### src/rtl/csg_pkg.sv
package csg_pkg;
  localparam int CTRL_SZ_W = 3;
  localparam int CTRL_W    = CTRL_SZ_W + 2;

  // control register: bit0 enable, bits 3..1 size code, bit4 write-protect
  typedef struct packed {
    logic                 wprot;
    logic [CTRL_SZ_W-1:0] size;
    logic                 en;
  } csg_ctrl_t;
endpackage

### src/rtl/csg_regs.sv
module csg_regs
  import csg_pkg::*;
#(
  parameter int N_CS   = 2,
  parameter int BASE_W = 15,
  localparam int RW    = BASE_W + 1,
  localparam int REG_AW = $clog2(N_CS + 1)
) (
  input  logic                   clk,
  input  logic                   rst_n,
  input  logic [REG_AW-1:0]      reg_addr,
  input  logic                   reg_we,
  input  logic [RW-1:0]          reg_wdata,
  output logic [RW-1:0]          reg_rdata,
  output logic [BASE_W-1:0]      base_o,
  output logic                   base_init_o,
  output csg_ctrl_t [N_CS-1:0]   ctrl_o
);
  logic [BASE_W-1:0]    base_q;
  logic                 init_q;
  csg_ctrl_t [N_CS-1:0] ctrl_q;

  always_ff @(posedge clk or negedge rst_n) begin
    if (!rst_n) begin
      base_q <= '0;
      init_q <= 1'b0;
    end else if (reg_we && reg_addr == '0) begin
      base_q <= reg_wdata[RW-1:1];
      init_q <= 1'b1;
    end
  end

  for (genvar i = 0; i < N_CS; i++) begin : g_ctrl
    always_ff @(posedge clk or negedge rst_n) begin
      if (!rst_n)
        ctrl_q[i] <= '0;
      else if (reg_we && reg_addr == REG_AW'(i + 1))
        ctrl_q[i] <= csg_ctrl_t'(reg_wdata[CTRL_W-1:0]);
    end
  end

  always_comb begin
    reg_rdata = '0;
    if (reg_addr == '0)
      reg_rdata = {base_q, 1'b0};
    for (int i = 0; i < N_CS; i++)
      if (reg_addr == REG_AW'(i + 1))
        reg_rdata = RW'(ctrl_q[i]);
  end

  assign base_o      = base_q;
  assign base_init_o = init_q;
  assign ctrl_o      = ctrl_q;

  AST_RSVD_BIT_ZERO: assert property (@(posedge clk) disable iff (!rst_n)
    (reg_addr == '0) |-> !reg_rdata[0]);
endmodule

### src/rtl/csg_match.sv
module csg_match
  import csg_pkg::*;
#(
  parameter int ADDR_W   = 29,
  parameter int BASE_LSB = 14,
  parameter int N_CS     = 2,
  parameter int IDX      = 0,
  localparam int BASE_W  = ADDR_W - BASE_LSB,
  localparam int SEL_W   = $clog2(N_CS)
) (
  input  logic [ADDR_W-1:0] addr,
  input  logic [BASE_W-1:0] base,
  input  logic              base_init,
  input  csg_ctrl_t         ctrl,
  output logic              hit
);
  localparam logic [SEL_W-1:0] IDX_V = SEL_W'(IDX);

  // compare base field bits at or above size+SEL_W; select field just below
  function automatic logic window_hit(input logic [ADDR_W-1:0] a,
                                      input logic [BASE_W-1:0] b,
                                      input logic [CTRL_SZ_W-1:0] sz);
    logic              ok;
    logic [ADDR_W-1:0] sh;
    ok = 1'b1;
    for (int k = 0; k < BASE_W; k++)
      if (k >= int'(sz) + SEL_W && a[BASE_LSB+k] != b[k])
        ok = 1'b0;
    sh = a >> (BASE_LSB + int'(sz));
    if (sh[SEL_W-1:0] != IDX_V)
      ok = 1'b0;
    return ok;
  endfunction

  logic win;
  assign win = window_hit(addr, base, ctrl.size);

  if (IDX == 0) begin : g_boot
    assign hit = base_init ? (ctrl.en && win) : 1'b1;
  end else begin : g_norm
    assign hit = base_init && ctrl.en && win;
  end
endmodule

### src/rtl/csel_group_dec.sv
module csel_group_dec
  import csg_pkg::*;
#(
  parameter int ADDR_W   = 29,
  parameter int BASE_LSB = 14,
  parameter int N_CS     = 2,
  localparam int BASE_W  = ADDR_W - BASE_LSB,
  localparam int RW      = BASE_W + 1,
  localparam int REG_AW  = $clog2(N_CS + 1)
) (
  input  logic              clk,
  input  logic              rst_n,
  input  logic [REG_AW-1:0] reg_addr,
  input  logic              reg_we,
  input  logic [RW-1:0]     reg_wdata,
  output logic [RW-1:0]     reg_rdata,
  input  logic [ADDR_W-1:0] bus_addr,
  input  logic              bus_as_n,
  input  logic              bus_rw,
  input  logic              bus_iack,
  input  logic              bto_en,
  output logic [N_CS-1:0]   cs_n,
  output logic              dtack,
  output logic              berr
);
  logic [BASE_W-1:0]    base;
  logic                 base_init;
  csg_ctrl_t [N_CS-1:0] ctrl;

  csg_regs #(.N_CS(N_CS), .BASE_W(BASE_W)) u_regs (
    .clk(clk), .rst_n(rst_n), .reg_addr(reg_addr), .reg_we(reg_we),
    .reg_wdata(reg_wdata), .reg_rdata(reg_rdata), .base_o(base),
    .base_init_o(base_init), .ctrl_o(ctrl)
  );

  // named internal events
  logic [N_CS-1:0] raw_hit;
  logic [N_CS-1:0] sel_ok;
  logic [N_CS-1:0] wr_blocked;
  logic [N_CS-1:0] cs_next;
  logic            cycle_live;

  for (genvar i = 0; i < N_CS; i++) begin : g_cs
    csg_match #(.ADDR_W(ADDR_W), .BASE_LSB(BASE_LSB), .N_CS(N_CS), .IDX(i)) u_match (
      .addr(bus_addr), .base(base), .base_init(base_init),
      .ctrl(ctrl[i]), .hit(raw_hit[i])
    );
    assign wr_blocked[i] = sel_ok[i] && ctrl[i].wprot && !bus_rw;
  end

  assign cycle_live = !bus_as_n && !bus_iack;
  assign sel_ok     = cycle_live ? raw_hit : '0;
  assign cs_next    = sel_ok & ~wr_blocked;

  always_ff @(posedge clk or negedge rst_n) begin
    if (!rst_n) begin
      cs_n  <= '1;
      dtack <= 1'b0;
      berr  <= 1'b0;
    end else begin
      cs_n  <= ~cs_next;
      dtack <= |cs_next;
      berr  <= bto_en && |wr_blocked;
    end
  end

  AST_ONE_SELECT: assert property (@(posedge clk) disable iff (!rst_n)
    $onehot0(~cs_n));
  AST_ACK_TRACKS_CS: assert property (@(posedge clk) disable iff (!rst_n)
    dtack == (cs_n != '1));
  AST_IDLE_AFTER_STROBE: assert property (@(posedge clk) disable iff (!rst_n)
    bus_as_n |=> (cs_n == '1 && !dtack && !berr));
  AST_IACK_QUIET: assert property (@(posedge clk) disable iff (!rst_n)
    bus_iack |=> (cs_n == '1 && !dtack && !berr));
  AST_BERR_NO_ACK: assert property (@(posedge clk) disable iff (!rst_n)
    berr |-> (!dtack && cs_n == '1));
  AST_BERR_NEEDS_TO: assert property (@(posedge clk) disable iff (!rst_n)
    $rose(berr) |-> $past(bto_en && !bus_rw));
endmodule

### config.mk
export PLATFORM = sky130hd
export DESIGN_NAME = csel_group_dec
export DESIGN_NICKNAME = d
export VERILOG_FILES = /design/src/rtl/csg_pkg.sv /design/src/rtl/csg_regs.sv /design/src/rtl/csg_match.sv /design/src/rtl/csel_group_dec.sv
export SDC_FILE = /design/constraint.sdc
export NUM_CORES = 1
export LEC_CHECK = 0
export ABC_AREA = 0
export ABC_CLOCK_PERIOD_IN_PS = 5200
export BUFFER_PORTS_ARGS = -buffer_cell sky130_fd_sc_hd__buf_2
export CORE_MARGIN = 2
export CORE_UTILIZATION = 54
export CTS_BUF_LIST = sky130_fd_sc_hd__clkbuf_16
export CTS_CLUSTER_SIZE = 28
export DETAILED_ROUTE_END_ITERATION = 6
export MAX_ROUTING_LAYER = met4
export PLACE_DENSITY_LB_ADDON = 0.12
export SKIP_LAST_GASP = 1
export SYNTH_ARGS = -nofsm -noshare
export SYNTH_HDL_FRONTEND = slang
export SYNTH_SLANG_ARGS = --single-unit
export TNS_END_PERCENT = 100
### constraint.sdc
create_clock -name clk -period 5.2 [get_ports clk]
set_input_delay 0.52 -clock clk [delete_from_list [all_inputs] [get_ports clk]]
set_output_delay 0.52 -clock clk [all_outputs]
set_load 0.02 [all_outputs]
==> qor.csv <==
stage,metric,value,unit
global_routing,total global routing overflow,0,
setup_path,capturing point of the worst reg2reg path,berr$_DFF_PN0_,
setup_path,worst r2r src,u_regs.ctrl_o[1]$_DFFE_PN0P_,
route,TritonRoute pass-1 iters,4,
setup_path,CP startpoint kind,flop,
cells_and_area,Layout Nets,322,
setup_path,Worst Path Arrival,2.53,ns
outcome,outcome,"complete, no violations",
floorplanning,die area,4370,um2
yosys,Post-synth top cells,"dfrtp_1 (28), mux2_2 (25), inv_1 (13)",
route,DR vias,1751,
yosys,Cells after Synth,203,
hold_path,Hold Crit Class,in2async,
power_and_ir_drop,leakage power,0.00121,uW
placement,PortBufs,59,
yosys,"EDFF count, synth",0,
route,Vias per Instance,5.65,
cts,Clk Tree Root Cell,clkbuf_16,
timing,Slew headroom,47.1,%
yosys,share of synthesized flip-flops with an asynchronous set or reset,100,%
yosys,most frequent cell after synthesis,dfrtp_1,
yosys,synthesized cell area,2080,um2
timing,final hold violations,0,
floorplanning,width of the die,66.1,um
setup_path,Setup crit start,u_regs.ctrl_o[1]$_DFFE_PN0P_,
yosys,"top cells by area, synth","dfrtp_1 (34%), mux2_2 (14%), xor2_1 (5.1%)",
cts,CTS resizes,0,
setup_path,worst setup path class,reg2reg,
yosys,main flop type after synthesis,dfrtp_1,
timing,Finish-stage setup viols,0,
power_and_ir_drop,Peak VDD IR,0.234,mV
cells_and_area,register area,753,um2
cts,worst skew pair latency,0.28,ns
cts,count of clock tree sinks,30,
cells_and_area,Fill cells,318,
yosys,Yosys warnings,0,
cts,postcts setup bufs,0,
power_and_ir_drop,Design Power,867,uW
route,final WL,4690,um
cts,clock tree buffer depth,2,
yosys,Synth Area in Simple Gates,15.5,%
setup_path,Reg2Reg Depth,7,
yosys,mux share of post-synthesis cell area,20.6,%
global_routing,global-route wire length before repair,7850,um
timing,max-slew violation count,0,
cts,TritonCTS clock tree,done,
placement,HPWL reported at the end of detailed placement,3460,um
global_routing,number of global-route vias before repair,1679,
floorplanning,core area,3690,um2
yosys,main combinational cell family by area after synthesis,multiplexers,
yosys,Yosys reg bits,30,
route,post-DR wirelength/cell,15.1,um
global_routing,initial antenna violation count,0,
setup_path,WP data required,5.42,ns
route,antenna-violating nets left,0,
yosys,Mapped Avg Cell Area,10.2,um2
floorplanning,io pins,74,
cts,Num CTS Buffers,5,
cells_and_area,share of post-route cells with drive strength above 1,40.5,%
timing,RSZ-0062 raised after global routing,no,
route,drt initial violations,105,
global_routing,global-route usage over all layers,24.8,%
yosys,part of the Yosys area used for sequential elements,36.2,%
cts,Post-CTS Hold Buffers,0,
yosys,post-synth top area cell,dfrtp_1,
global_routing,largest net degree at the start of global routing,31,
floorplanning,Rows,22,
timing,fin crit share,44.5,%
yosys,Unique masters post-synth,45,
yosys,Synth top area share,33.7,%
timing,worst slew pin tran,0.794,ns
timing,highest clock rate,432,MHz
cts,"Reg clk slew, reported paths",0.05,ns
flow_run,Max Cap Violations,0,
cells_and_area,Multi-input gate area,1240,um2
timing,Final Skew,0.00562,ns
timing,crit path time final,2.31,ns
setup_path,Critical Path End Type,flop,
setup_path,crit-path max FO,12,
cts,H-tree depth,2,
setup_path,R2R setup slack,2.89,ns
placement,Final GP Congestion,0.833,
yosys,Synth Area in XOR/XNOR,7.58,%
floorplanning,Initial Util,56.4,%
route,# DRC,0,
yosys,net count after synthesis,264,
yosys,Compound-Gate Fraction of Synth Area,11.6,%
cells_and_area,Ant. Diodes,0,
timing,Setup TNS,0,ns
yosys,adder-cell area share of the yosys netlist,4.21,%
floorplanning,DIE HEIGHT,66.1,um
power_and_ir_drop,pwr dens,342,nW/um2
cells_and_area,synth-to-layout area growth,21.7,%
[stage by stage]
stage                     setup WS (ns)  instance area [um2]  hold WS [ns]  instances  util, %
final                              2.89                 2530         0.282        310     68.7
after global routing               2.69                 2530         0.334        310     68.7
after CTS                          2.89                 2530         0.305        310     68.7
after detailed placement           2.67                 2390         0.533        302     64.9
after global placement             2.66                 2390         0.529        302     64.9
after floorplan                    3.18                 2080         0.224        203        -
[worst max-delay path by stage]
stage                                               to  slack [ns]
after floorplan                         berr$_DFF_PN0_        3.18
after global placement    u_regs.base_o[4]$_DFFE_PN0P_        2.66
after detailed placement  u_regs.base_o[9]$_DFFE_PN0P_        2.67
after CTS                               berr$_DFF_PN0_        2.89
after global routing                    berr$_DFF_PN0_        2.69
final                                   berr$_DFF_PN0_        2.89
[placed cells by master, fill, tap and decap left out, drive strengths merged, types with 7 or more instances in the layout]
cell type / n
buf: 59
nor2: 7
o21ai: 11
dfrtp: 28
and2: 13
inv: 14
mux2i: 8
ha: 7
mux2: 25
nand2: 9
xor2: 12
a21oi: 7
[state kept, by name, summed over array words and instances (netlist names)]
register / count
u_regs.base_init_o: 1
cs_n: 2
u_regs.base_o: 15
u_regs.ctrl_o: 10
berr: 1
dtack: 1
[final cells by class]
class                   count  area share, %
inverters                  13           1.93
multi-input cells         152           48.9
well taps                  48           2.37
repair buffers             59           11.7
flip-flops and latches     30           29.7
clock inverters             3          0.494
clock buffers               5           4.94
[cell families (layout without fill, tap and decap cells)]
kind of cell | count (synthesis) | in the layout
simple gates | 56 | 56
fa+ha+maj | 7 | 7
xor+xnor | 18 | 18
mux | 36 | 36
compound gates | 35 | 35
flops | 30 | 30
buf+inv | 21 | 80
[worst max-delay path: stages (launching register included)]
cell and delay [ns]:
dfrtp_1 0.62, ha_1 0.37, xor2_1 0.21, a21oi_1 0.10, o31a_2 0.38, nor3_2 0.28
a31o_2 0.20, a41o_1 0.10
[routing by layer]
metal	routed length (um)	global-route usage [%]	vias to the layer above
met1	2090	31.8	844
met3	273	7.50	9
met4	101	8.16	0
li1	-	-	843
met5	0	-	-
met2	2220	37.8	55
[power breakdown]
group	internal [uW]	total [uW]	switching, uW
Clock	172	267	95.1
Sequential	271	324	53.3
Combinational	133	275	142
Total	576	867	291
Note: power is estimated with default switching activity, not from simulation.
